===== config.mk =====
export PLATFORM = sky130hd
export DESIGN_NAME = pot_ctrl
export DESIGN_NICKNAME = d
export VERILOG_FILES = /design/src/rtl/pot_pkg.sv /design/src/rtl/pot_cmd.sv /design/src/rtl/pot_nv_store.sv /design/src/rtl/pot_wiper.sv /design/src/rtl/pot_ctrl.sv
export SDC_FILE = /design/constraint.sdc
export NUM_CORES = 1
export LEC_CHECK = 0
export ABC_AREA = 1
export BUFFER_PORTS_ARGS = -buffer_cell sky130_fd_sc_hd__buf_2
export CORE_AREA = 2 2 419 421
export CTS_BUF_LIST = sky130_fd_sc_hd__clkbuf_8
export DETAILED_ROUTE_END_ITERATION = 6
export DIE_AREA = 0 0 421 423
export GPL_TIMING_DRIVEN = 1
export HOLD_SLACK_MARGIN = 0.06
export PLACE_DENSITY = 0.41
export SYNTH_ARGS = -nofsm -noshare
export SYNTH_HDL_FRONTEND = slang
export SYNTH_HIERARCHICAL = 1
export SYNTH_SLANG_ARGS = --single-unit

===== constraint.sdc =====
create_clock -name clk -period 33.7 [get_ports clk]
set_input_delay 1.685 -clock clk [delete_from_list [all_inputs] [get_ports clk]]
set_output_delay 1.685 -clock clk [all_outputs]
set_load 0.03 [all_outputs]

===== src/rtl/pot_pkg.sv =====
package pot_pkg;
  typedef enum logic [2:0] {
    OP_RD_WIPER    = 3'd0,
    OP_WR_WIPER    = 3'd1,
    OP_RD_REG      = 3'd2,
    OP_WR_REG      = 3'd3,
    OP_REG_TO_WIPER = 3'd4,
    OP_WIPER_TO_REG = 3'd5,
    OP_RD_STATUS   = 3'd6,
    OP_NONE        = 3'd7
  } pot_op_e;

  function automatic logic op_is_read(input pot_op_e op);
    return (op == OP_RD_WIPER) || (op == OP_RD_REG) || (op == OP_RD_STATUS);
  endfunction
endpackage


===== src/rtl/pot_cmd.sv =====
module pot_cmd
  import pot_pkg::*;
#(
  parameter int DATA_W = 10,
  parameter int PTR_W  = 2
) (
  input  logic              clk,
  input  logic              rst,
  input  logic              por,
  input  logic              cmd_valid,
  input  logic [2:0]        cmd_op,
  input  logic [DATA_W-1:0] cmd_data,
  input  logic [DATA_W-1:0] wcr,
  input  logic [DATA_W-1:0] reg_rd,
  input  logic              wip,
  output logic              wiper_load,
  output logic [DATA_W-1:0] wiper_val,
  output logic              nv_req,
  output logic [DATA_W-1:0] nv_val,
  output logic              rd_valid,
  output logic [DATA_W-1:0] rd_data
);
  pot_op_e op;
  logic [DATA_W-1:0] rd_next;

  always_comb begin
    op         = pot_op_e'(cmd_op);
    wiper_load = cmd_valid && (op == OP_WR_WIPER || op == OP_REG_TO_WIPER);
    wiper_val  = (op == OP_WR_WIPER) ? cmd_data : reg_rd;
    nv_req     = cmd_valid && (op == OP_WR_REG || op == OP_WIPER_TO_REG);
    nv_val     = (op == OP_WR_REG) ? cmd_data : wcr;
    case (op)
      OP_RD_WIPER:  rd_next = wcr;
      OP_RD_REG:    rd_next = reg_rd;
      OP_RD_STATUS: rd_next = {{(DATA_W-1){1'b0}}, wip};
      default:      rd_next = '0;
    endcase
  end

  always_ff @(posedge clk) begin
    if (rst || por) begin
      rd_valid <= 1'b0;
      rd_data  <= '0;
    end else begin
      rd_valid <= cmd_valid && op_is_read(op);
      if (cmd_valid && op_is_read(op)) rd_data <= rd_next;
    end
  end

  // a response only follows a read command one cycle earlier
  assert_rd_follows_cmd_R6: assert property (@(posedge clk) disable iff (rst || por)
    rd_valid |-> $past(cmd_valid && op_is_read(op)));

  // status responses carry only the busy bit
  assert_status_format_R6: assert property (@(posedge clk) disable iff (rst || por)
    (cmd_valid && op == OP_RD_STATUS) |=> (rd_data[DATA_W-1:1] == '0));
endmodule


===== src/rtl/pot_nv_store.sv =====
module pot_nv_store #(
  parameter int DATA_W   = 10,
  parameter int NREG     = 4,
  parameter int BUSY_CYC = 500000,
  parameter logic [NREG*DATA_W-1:0] DR_INIT = '0,
  localparam int PTR_W   = $clog2(NREG)
) (
  input  logic              clk,
  input  logic              rst,
  input  logic              por,
  input  logic              wp_n,
  input  logic              nv_req,
  input  logic [PTR_W-1:0]  nv_ptr,
  input  logic [DATA_W-1:0] nv_val,
  input  logic              frame_end,
  input  logic              frame_ok,
  input  logic [PTR_W-1:0]  rd_ptr,
  output logic [DATA_W-1:0] rd_val,
  output logic [DATA_W-1:0] dr0,
  output logic              wip
);
  localparam int CNT_W = $clog2(BUSY_CYC + 1);
  localparam logic [CNT_W-1:0] BUSY_LD = CNT_W'(BUSY_CYC);

  logic [DATA_W-1:0] regs [NREG];
  logic [NREG*DATA_W-1:0] regs_flat;

  logic              pend_v;
  logic [PTR_W-1:0]  pend_ptr;
  logic [DATA_W-1:0] pend_val;
  logic [PTR_W-1:0]  com_ptr;
  logic [DATA_W-1:0] com_val;
  logic [CNT_W-1:0]  busy_cnt;
  logic              commit_go;
  logic              commit_done;

  assign commit_go   = frame_end && frame_ok && wp_n && pend_v && !wip;
  assign commit_done = wip && (busy_cnt == CNT_W'(1));

  // single write port, one read port
  always_ff @(posedge clk) begin
    if (por) begin
      for (int i = 0; i < NREG; i++) regs[i] <= DR_INIT[i*DATA_W +: DATA_W];
    end else if (!rst && commit_done) begin
      regs[com_ptr] <= com_val;
    end
  end

  assign rd_val = regs[rd_ptr];
  assign dr0    = regs[0];

  generate
    for (genvar g = 0; g < NREG; g++) begin : g_flat
      assign regs_flat[g*DATA_W +: DATA_W] = regs[g];
    end
  endgenerate

  always_ff @(posedge clk) begin
    if (rst || por) begin
      pend_v   <= 1'b0;
      pend_ptr <= '0;
      pend_val <= '0;
      com_ptr  <= '0;
      com_val  <= '0;
      busy_cnt <= '0;
      wip      <= 1'b0;
    end else begin
      if (frame_end) begin
        pend_v <= 1'b0;
        if (commit_go) begin
          wip      <= 1'b1;
          busy_cnt <= BUSY_LD;
          com_ptr  <= pend_ptr;
          com_val  <= pend_val;
        end
      end else if (nv_req && !wip) begin
        pend_v   <= 1'b1;
        pend_ptr <= nv_ptr;
        pend_val <= nv_val;
      end
      if (wip) begin
        busy_cnt <= busy_cnt - CNT_W'(1);
        if (commit_done) wip <= 1'b0;
      end
    end
  end

  // write protect low at frame close starts no busy period
  assert_wp_blocks_R9: assert property (@(posedge clk) disable iff (rst || por)
    (frame_end && !wp_n && !wip) |=> !wip);

  // an incomplete frame starts no busy period
  assert_abort_idle_R11: assert property (@(posedge clk) disable iff (rst || por)
    (frame_end && !frame_ok && !wip) |=> !wip);

  // outside a busy period the setting registers never move
  assert_regs_hold_R7: assert property (@(posedge clk) disable iff (rst || por)
    !wip |=> $stable(regs_flat));

  // a busy period starts with the full count and does not end early
  assert_busy_start_R8: assert property (@(posedge clk) disable iff (rst || por)
    $rose(wip) |-> (busy_cnt == BUSY_LD));
  assert_busy_hold_R8: assert property (@(posedge clk) disable iff (rst || por)
    (wip && busy_cnt > CNT_W'(1)) |=> wip);

  // nothing is held for commit while busy
  assert_discard_busy_R10: assert property (@(posedge clk) disable iff (rst || por)
    (wip && nv_req) |=> !pend_v);
endmodule


===== src/rtl/pot_wiper.sv =====
module pot_wiper #(
  parameter int DATA_W   = 10,
  parameter int RESP_CYC = 250,
  localparam int TAPS    = 1 << DATA_W
) (
  input  logic              clk,
  input  logic              rst,
  input  logic              por,
  input  logic [DATA_W-1:0] recall_val,
  input  logic              load,
  input  logic [DATA_W-1:0] load_val,
  output logic [DATA_W-1:0] wcr,
  output logic [DATA_W-1:0] pos,
  output logic [TAPS-1:0]   tap_sel
);
  localparam int RC_W = $clog2(RESP_CYC + 1);
  localparam logic [RC_W-1:0] RESP_LD = RC_W'(RESP_CYC);

  logic [RC_W-1:0]   cnt;
  logic              upd;
  logic [DATA_W-1:0] nxt_pos;
  logic [TAPS-1:0]   dec;

  always_comb begin
    if (rst || por) begin
      upd     = 1'b1;
      nxt_pos = recall_val;
    end else if (!load && cnt == RC_W'(1)) begin
      upd     = 1'b1;
      nxt_pos = wcr;
    end else begin
      upd     = 1'b0;
      nxt_pos = pos;
    end
  end

  generate
    for (genvar g = 0; g < TAPS; g++) begin : g_dec
      assign dec[g] = (nxt_pos == DATA_W'(g));
    end
  endgenerate

  always_ff @(posedge clk) begin
    if (upd) begin
      pos     <= nxt_pos;
      tap_sel <= dec;
    end
  end

  always_ff @(posedge clk) begin
    if (rst || por) begin
      wcr <= recall_val;
      cnt <= '0;
    end else if (load) begin
      wcr <= load_val;
      cnt <= RESP_LD;
    end else if (cnt != '0) begin
      cnt <= cnt - RC_W'(1);
    end
  end

  // exactly one tap line, and it is the applied position
  assert_onehot_R3: assert property (@(posedge clk) disable iff (rst || por)
    $countones(tap_sel) == 1);
  assert_tap_matches_R3: assert property (@(posedge clk) disable iff (rst || por)
    tap_sel[pos] == 1'b1);

  // a new load never reaches the tap in the following cycle
  assert_no_early_move_R4: assert property (@(posedge clk) disable iff (rst || por)
    load |=> $stable(pos));

  // with no delay running the applied position is stable
  assert_idle_stable_R4: assert property (@(posedge clk) disable iff (rst || por)
    (!load && cnt == '0) |=> $stable(pos));
endmodule


===== src/rtl/pot_ctrl.sv =====
module pot_ctrl #(
  parameter int DATA_W   = 10,
  parameter int NREG     = 4,
  parameter int BUSY_CYC = 500000,
  parameter int RESP_CYC = 250,
  parameter logic [NREG*DATA_W-1:0] DR_INIT = '0,
  localparam int PTR_W   = $clog2(NREG),
  localparam int TAPS    = 1 << DATA_W
) (
  input  logic              clk,
  input  logic              rst,
  input  logic              por,
  input  logic              wp_n,
  input  logic              cmd_valid,
  input  logic [2:0]        cmd_op,
  input  logic [PTR_W-1:0]  cmd_ptr,
  input  logic [DATA_W-1:0] cmd_data,
  input  logic              frame_end,
  input  logic              frame_ok,
  output logic              rd_valid,
  output logic [DATA_W-1:0] rd_data,
  output logic              wip,
  output logic [DATA_W-1:0] wiper_pos,
  output logic [TAPS-1:0]   tap_sel
);
  logic [DATA_W-1:0] wcr;
  logic [DATA_W-1:0] reg_rd;
  logic [DATA_W-1:0] dr0;
  logic [DATA_W-1:0] recall_val;
  logic              wiper_load;
  logic [DATA_W-1:0] wiper_val;
  logic              nv_req;
  logic [DATA_W-1:0] nv_val;

  // power-on recall takes the initial image, warm reset the live register
  assign recall_val = por ? DR_INIT[DATA_W-1:0] : dr0;

  pot_cmd #(.DATA_W(DATA_W), .PTR_W(PTR_W)) u_cmd (
    .clk(clk), .rst(rst), .por(por),
    .cmd_valid(cmd_valid), .cmd_op(cmd_op), .cmd_data(cmd_data),
    .wcr(wcr), .reg_rd(reg_rd), .wip(wip),
    .wiper_load(wiper_load), .wiper_val(wiper_val),
    .nv_req(nv_req), .nv_val(nv_val),
    .rd_valid(rd_valid), .rd_data(rd_data)
  );

  pot_nv_store #(.DATA_W(DATA_W), .NREG(NREG), .BUSY_CYC(BUSY_CYC), .DR_INIT(DR_INIT)) u_store (
    .clk(clk), .rst(rst), .por(por), .wp_n(wp_n),
    .nv_req(nv_req), .nv_ptr(cmd_ptr), .nv_val(nv_val),
    .frame_end(frame_end), .frame_ok(frame_ok),
    .rd_ptr(cmd_ptr), .rd_val(reg_rd), .dr0(dr0), .wip(wip)
  );

  pot_wiper #(.DATA_W(DATA_W), .RESP_CYC(RESP_CYC)) u_wiper (
    .clk(clk), .rst(rst), .por(por), .recall_val(recall_val),
    .load(wiper_load), .load_val(wiper_val),
    .wcr(wcr), .pos(wiper_pos), .tap_sel(tap_sel)
  );

  // after a warm reset the wiper shows setting register 0
  assert_warm_recall_R2: assert property (@(posedge clk) disable iff (por)
    (rst && !por) |=> (wiper_pos == $past(dr0)));
endmodule


==> results of run 1 <==
## power by group
group	switching [W]	internal (W)
clock network	0.000610	0.000601
registers	0.0000332	0.00167
logic	0.000454	0.0000885
total	0.00110	0.00236
## placed cells by master, fill, tap and decap left out, types with 2 or more instances in the layout
cell type,Yosys,routed
inv_2,15,15
nor3_1,11,11
nor2_2,13,13
ha_1,4,4
clkinvlp_4,0,2
dfxtp_1,64,64
clkinv_1,0,39
buf_2,109,1067
clkinv_2,0,11
xor2_1,3,3
nand3_1,60,60
inv_1,121,204
nand2_2,28,28
diode_2,0,3
buf_12,0,4
nand4_1,3,3
inv_6,0,2
nand2_1,408,403
clkbuf_8,0,209
a31oi_1,3,3
clkinv_8,0,5
bufinv_16,0,3
nand3b_1,4,4
buf_4,28,42
o21ai_0,76,76
nor2_1,1156,1156
edfxtp_1,1084,1084
nor2_4,30,30
or2_2,3,3
o22ai_1,11,11
nand2_4,0,5
a211oi_1,2,2
a21oi_1,40,40
nand3_2,4,4
inv_12,0,4
o21a_1,4,4
## cell families (layout without fill, tap and decap cells)
kind of cell	after synthesis	count (layout)	synth area share, %
buffers and inverters	314	1610	3.46
xor gates and xnor gates	4	4	0.0814
adders and majority gates	4	4	0.116
other	0	3	0
and+or+nand+nor	1722	1722	16.1
AOI/OAI and AO/OA	137	137	1.68
DFF	1148	1148	78.6
## through the flow
| stage | cell area [sq um] | hold WS (ns) | utilization [%] | power (W) | setup WS (ns) |
|---|---|---|---|---|---|
| 3_5_place_dp | 50800 | 0.440 | 29.3 | 0.00229 | 25.07 |
| 5_1_grt | 54500 | 0.454 | 31.4 | 0.00359 | 25.48 |
| 6_report | 54500 | 0.445 | 31.4 | 0.00346 | 25.95 |
| 3_3_place_gp | 50800 | 0.432 | 29.3 | 0.00229 | 25.14 |
| 4_1_cts | 54500 | 0.449 | 31.4 | 0.00351 | 26.15 |
| 2_1_floorplan | 43100 | 0.420 | - | 0.00218 | 7.33 |
## layout make-up
type | instances | area [sq um]
antenna | 3 | 7.51
clock inverter | 152 | 822
tap | 2325 | 2910
multi-input combinational | 1867 | 7780
fill | 17954 | 119000
clock buffer | 209 | 2880
sequential | 1148 | 33800
inverter | 136 | 510
timing repair buffer | 1113 | 5740
## metal layers
| metal | part of all wire (%) | routed length (um) |
|---|---|---|
| met1 | 38 | 70700 |
| met2 | 52 | 97200 |
| met3 | 6.0 | 11100 |
| met4 | 3.4 | 6270 |
| met5 | 0 | 0 |
## sequential cells by signal, summed over array words and instances, names as in the netlist
name              flops
u_wiper/tap_sel    1024
u_wiper/cnt           8
u_store/busy_cnt     19
u_wiper/wcr          10
u_store/com_ptr       2
u_store/regs         40
u_store/com_val      10
u_store/wip           1
u_cmd/rd_valid        1
u_store/pend_val     10
u_store/pend_ptr      2
u_wiper/pos          10
u_cmd/rd_data        10
u_store/pend_v        1
## worst max-delay path: cells and delay by family
family | cells | cell delay [ns]
buffers and inverters | 6 | 3.58
AND/OR/NAND/NOR | 6 | 2.61
## final timing paths
| kind | endpoint | slack [ns] | depth (start not counted) |
|---|---|---|---|
| hold reg to reg | u_store/pend_val[9]$_SDFFE_PP0P_ | 0.44 | 2 |
| setup / recovery | u_wiper/tap_sel[641]$_DFFE_PP_ | 25.95 | 12 |
| hold / removal | u_store/pend_val[9]$_SDFFE_PP0P_ | 0.44 | 2 |
| setup reg to reg | u_wiper/tap_sel[641]$_DFFE_PP_ | 27.22 | 10 |
==> summary.md, run 1 <==
| Metric | Value |
|---|---|
| Clock Sink Count | `1148` |
| Max Buffers Root-to-Sink | `3` |
| Max-cap viol count | `0` |
| Netlist Area Pre-Place | `43100 sq um` |
| Die area | `approximately 180000 sq um` |
| Register area share after synthesis | `around four fifths` |
| Post-synth top area share | `roughly 76%` |
| Final TNS setup | `0 ns` |
| Number of synthesized flops with an enable pin | `1084` |
| CP endpoint kind | `register` |
| Max_slew headroom | `23.6%` |
| Crit-path max cell delay | `about 0.94 ns` |
| Async SR Flop Fraction | `0%` |
| Req. time, crit path | `34.26 ns` |
| Share of layout cells above drive strength 1 | `about a third` |
| Status | `complete, no violations` |
| #FFs+latches synth | `1148` |
| P per Cell Area | `63.5 nW/um^2` |
| Core Footprint | `173000 sq um` |
| Final ANT Viol Nets | `0` |
| Most Used Layer, Global Route | `met2` |
| Slew of the pin with the lowest slew margin | `approximately 1.1 ns` |
| Met2 usage | `36.2%` |
| Post-synth top area cell | `edfxtp_1` |
| Port Buf Inserts | `1067` |
| Detailed Place HPWL | `approximately 130000 um` |
| Cells after DPL | `6589` |
| Worst-path clk slew | `~0.06 ns` |
| Syn nets | `between 3000 and 4000` |
| Highest-delay cell along the critical path | `buf_4` |
| Die W | `roughly 420 um` |
| Fmax | `129 MHz` |
| Via density | `between 4 and 5` |
| # IOs | `around 1100` |
| # resized after CTS | `0` |
| Worst Setup Path Type | `input pin to register` |
| Global route total overflow | `0` |
| DIE HEIGHT | `423 um` |
| CTS Hold Buffers Added | `0` |
| Area Growth Syn to Fin | `26.5%` |
| Final Non-Filler Cells | `6953` |
| Crit path DAT | `8.32 ns` |
| Worst hold path type | `register to register` |
| Min Tclk post-route | `7.75 ns` |
| Post-synthesis cell count | `about 3300` |
| Pin count of the biggest net entering global routing | `189` |
| Drt first pass iters | `7` |
| Worst setup path startpoint | `cmd_op[0]` |
| RSZ-0062 raised after global routing | `no` |
| Unique cell type count in the Yosys netlist | `33` |
| Placement row count | `153` |
| Starting Density | `24.9%` |
| CTS tree | `built` |
| DRC viols | `0` |
| Worst Clk Skew | `0.0731 ns` |
| Slew Viols, Final | `0` |
| Routed vias | `30055` |
| First-pass GRT wire length | `249000 um` |
| Critical path cell sequence | `buf_2 -> nor2_2 -> nor4_1 -> inv_2 -> nand2_1 -> nor2_1 -> nand2_1 -> nand2_4 -> buf_4 -> buf_12 -> buf_4 -> buf_4` |
| Routed wire per std cell | `approximately 27 um` |
| CTS Root Cell | `clkbuf_8` |
| CP dominant cell by count | `buf_4` |
| LEAKAGE | `23.3 nW` |
| # nets final | `4493` |
| Total track usage | `20.1%` |
| Number of global-route vias before repair | `28996` |
| Crit Path Max Fanout | `roughly 190` |
| Hold_sp | `u_store/pend_val[9]$_SDFFE_PP0P_` |
| GR Util met1 | `23.5%` |
| Initial antenna violation count | `10` |
| H-Tree Depth | `4` |
| Hold Vio Cnt, Final | `0` |
| GP Congestion | `0.836` |
| Reg2reg start | `u_wiper/cnt[1]$_SDFFE_PP0P_` |
| Ranking of synthesized cells by area | `edfxtp_1 (76%), nor2_1 (10%), nand2_1 (3.6%)` |
| Worst vdd ir | `0.0387 mV` |
| DRT iter0 DRCs | `2489` |
| Worst setup SP type | `input pin` |
| Total Wirelength | `185000 um` |
| Commonest cells in the netlist | `nor2_1 (1156), edfxtp_1 (1084), nand2_1 (408)` |
| Final Setup Violations | `0` |
| Clock Latency Late Sink | `between 0.9 and 1 ns` |
| Synth Flop Type | `edfxtp_1` |
| Met3 Use GR | `4.51%` |
| Top-count cell post-synth | `nor2_1` |
| Number of CTS-inserted buffers | `201` |
| Fin crit share | `23.0%` |
| YS warnings | `6` |
| Setup Fix Bufs, Post-CTS | `0` |
| Syn Area/Cell | `12.9 sq um` |
Note: power is estimated with default switching activity, not from simulation.
==> inputs of run 2 (changes only) <==
Settings changed: PLACE_DENSITY 0.41 to 0.43.
Clock period 33.7 ns to 7.1 ns, I/O delays scaled along.
==> summary.md, run 2 (synthesis results as in run 1) <==
| Metric | Value |
|---|---|
| Status | `complete, no violations` |
| Worst-path clk slew | `0.06 ns (about the same)` |
| CTS Root Cell | `clkbuf_8` |
| Via density | `4.30 (-0.58%)` |
| Initial antenna violation count | `14 (+4)` |
| Fillcell total | `17736 (-1.2%)` |
| Clock Sink Count | `1148 (unchanged)` |
| First-pass GRT wire length | `242000 um (-2.8%)` |
| Worst Setup Path Type | `input pin to register` |
| CTS tree | `built` |
| Highest-delay cell along the critical path | `nand2_4` |
| DIE HEIGHT | `423 um (unchanged)` |
| Total Wirelength | `179000 um (-3.3%)` |
| Largest register FFs | `1024 (unchanged)` |
| P per Cell Area | `300 nW/um^2 (+370%)` |
| Routed vias | `30064 (+0.030%)` |
| PnR worst setup slack | `2.41 ns (-23.54 ns)` |
| LEAKAGE | `23.6 nW (+1.2%)` |
| Starting Density | `24.9% (unchanged)` |
| DRC viols | `0 (unchanged)` |
| Final Cell Area | `55200 sq um (+1.3%)` |
| GP Congestion | `0.844 (+0.90%)` |
| Fmax | `213 MHz` |
| Placed inst area | `51000 sq um (+0.43%)` |
| Max_slew headroom | `17.5% (-6.1 points)` |
| Crit-path max cell delay | `0.79 ns (-0.15 ns)` |
| Worst-case reg-to-reg path depth | `12 (+2)` |
| Pin count of the biggest net entering global routing | `129 (-32%)` |
| Hold Vio Cnt, Final | `0 (unchanged)` |
| Largest Register | `u_wiper/tap_sel` |
| Req. time, crit path | `7.78 ns (-26.48 ns)` |
| Max-cap viol count | `0 (unchanged)` |
| Share of layout cells above drive strength 1 | `31.5% (+0.15 points)` |
| Setup Fix Bufs, Post-CTS | `0 (unchanged)` |
| CP endpoint kind | `register` |
| Worst Clk Skew | `0.0465 ns (-0.0266 ns)` |
| Combinational power share | `15.5% (-0.2 points)` |
| Drt first pass iters | `5 (-2)` |
| Final ANT Viol Nets | `0 (unchanged)` |
| Commonest non-fill, non-tap cell in the layout | `nor2_1` |
| CP dominant cell by count | `nand2_1` |
| Switch Pwr | `0.00515 W (+370%)` |
| Reg-to-reg endpoint | `u_wiper/tap_sel[579]$_DFFE_PP_` |
| Crit path DAT | `5.37 ns (-2.95 ns)` |
| DRT iter0 DRCs | `2686 (+7.9%)` |
| Worst hold path type | `register to register` |
| Clock Power Share | `35.6% (+0.6 points)` |
| Final Setup Violations | `0 (unchanged)` |
| Commonest cells after routing, fill and taps aside | `nor2_1 (1156), edfxtp_1 (1084), buf_2 (1067)` |
| RSZ-0062 raised after global routing | `no` |
| Largest regs | `u_wiper/tap_sel (1024), u_store/regs (40), u_store/busy_cnt (19)` |
| CP endpoint | `u_wiper/tap_sel[579]$_DFFE_PP_` |
| Critical path cell sequence | `dlygate4sd3_1 -> buf_2 -> nand2_1 -> dlygate4sd3_1 -> inv_1 -> nor4_1 -> inv_2 -> nand2_1 -> nor2_1 -> nand2_1 -> nand2_1 -> nand3_1 -> o21ai_0 -> inv_1 -> nand2_4 -> buf_12 -> nor2_1` |
| Clock Latency Late Sink | `0.98 ns (about the same)` |
| Flop pwr share | `48.9% (-0.4 points)` |
| # nets final | `4536 (+0.96%)` |
| P_int | `0.0114 W (+380%)` |
| Worst vdd ir | `0.190 mV (+390%)` |
| Max Buffers Root-to-Sink | `3 (unchanged)` |
| Port Buf Inserts | `1067 (unchanged)` |
| Fin crit share | `66.1%` |
| Routed wire per std cell | `25.6 um (-3.9%)` |
| Final TNS setup | `0 ns (unchanged)` |
| Slew of the pin with the lowest slew margin | `1.23 ns (+0.0885 ns)` |
| Placement row count | `153 (unchanged)` |
| # IOs | `1068 (unchanged)` |
| Global route total overflow | `0 (unchanged)` |
| Reg2reg start | `u_wiper/cnt[1]$_SDFFE_PP0P_` |
| Die area | `178000 sq um (unchanged)` |
| Slew Viols, Final | `0 (unchanged)` |
| Number of global-route vias before repair | `29183 (+0.64%)` |
| Die W | `421 um (unchanged)` |
| Worst setup SP type | `input pin` |
| Area Growth Syn to Fin | `28.1%` |
| Total power draw | `0.0166 W (+380%)` |
| Detailed Place HPWL | `125000 um (-3.2%)` |
| Flop-to-flop setup slack | `3.00 ns (-24.22 ns)` |
| Post-Place Setup Slack | `2.02 ns (-23.05 ns)` |
| Core Footprint | `173000 sq um (unchanged)` |
| Total track usage | `19.4% (-0.70 points)` |
| Switching Share | `31.1% (-0.65 points)` |
| Crit Path Max Fanout | `60 (-68%)` |
| Worst setup path startpoint | `cmd_op[0]` |
| Min Tclk post-route | `4.69 ns` |
| H-Tree Depth | `4 (unchanged)` |
| Number of CTS-inserted buffers | `200 (-0.50%)` |
## run 2: cell count changes in the layout (fill, tap and decap cells not counted), moves of 6 or more
cell           before  now
buf_12              4   17
buf_4              42   35
bufinv_16           3    9
clkinv_2           11   23
dlygate4sd3_1       0   38
inv_1             204  187
## run 2: what timing repair did
action / in CTS / in global routing
hold endpoints to repair: 62 / 0
hold buffers: 38 / 0
resized for setup: 0 / 0
## run 2: how the worst min path moves through the flow
stage / startpoint / end / cells after the start
detailed placement: u_store/pend_ptr[1]$_SDFFE_PP0P_ / u_store/pend_ptr[1]$_SDFFE_PP0P_ / 2
CTS: cmd_valid / u_wiper/cnt[1]$_SDFFE_PP0P_ / 6
global route: cmd_valid / u_wiper/cnt[1]$_SDFFE_PP0P_ / 6
floorplan: u_store/pend_ptr[1]$_SDFFE_PP0P_ / u_store/pend_ptr[1]$_SDFFE_PP0P_ / 2
global placement: u_store/pend_val[4]$_SDFFE_PP0P_ / u_store/pend_val[4]$_SDFFE_PP0P_ / 2
finish: u_store/pend_val[8]$_SDFFE_PP0P_ / u_store/pend_val[8]$_SDFFE_PP0P_ / 2
## run 2: cell type report
class / instances / area (sq um) / share of cell area (%)
Clock inverter: 152 / 961 / 1.74
Clock buffer: 206 / 2840 / 5.14
Tap cell: 2325 / 2910 / 5.27
Timing Repair Buffer: 1157 / 6320 / 11.5
Inverter: 136 / 510 / 0.925
Antenna cell: 5 / 12.5 / 0.0227
Sequential cell: 1148 / 33800 / 61.3
Multi-Input combinational cell: 1867 / 7790 / 14.1
## run 2: per-stage QoR
stage	hold slack, ns	utilization (%)	instances
2_1_floorplan	0.420	-	3329
3_3_place_gp	0.430	29.4	6595
3_5_place_dp	0.434	29.4	6595
4_1_cts	0.371	31.8	6991
5_1_grt	0.423	31.8	6993
6_report	0.442	31.8	6996
## run 2: metal layers
layer	vias up	wire, um	part of all wire [%]	global-route usage, %
met5	-	0	0	0
met4	0	6860	3.8	7.66
met3	280	10000	5.6	4.14
met2	1148	91900	51	34.1
met1	15014	70400	39	23.1
li1	13622	-	-	-
## run 2: critical path, delay by kind of cell
family          cells  cell delay [ns]
compound gates      1             0.35
simple gates        9             2.26
buf+inv             7             2.16
## run 2: power by group through the flow
stage | clock (W) | combinational (W) | sequential, W
3_5_place_dp | 0 | 0.00261 | 0.00824
6_report | 0.00590 | 0.00257 | 0.00809
2_1_floorplan | 0 | 0.000608 | 0.00925
4_1_cts | 0.00609 | 0.00263 | 0.00810
3_3_place_gp | 0 | 0.00262 | 0.00824
5_1_grt | 0.00636 | 0.00269 | 0.00814
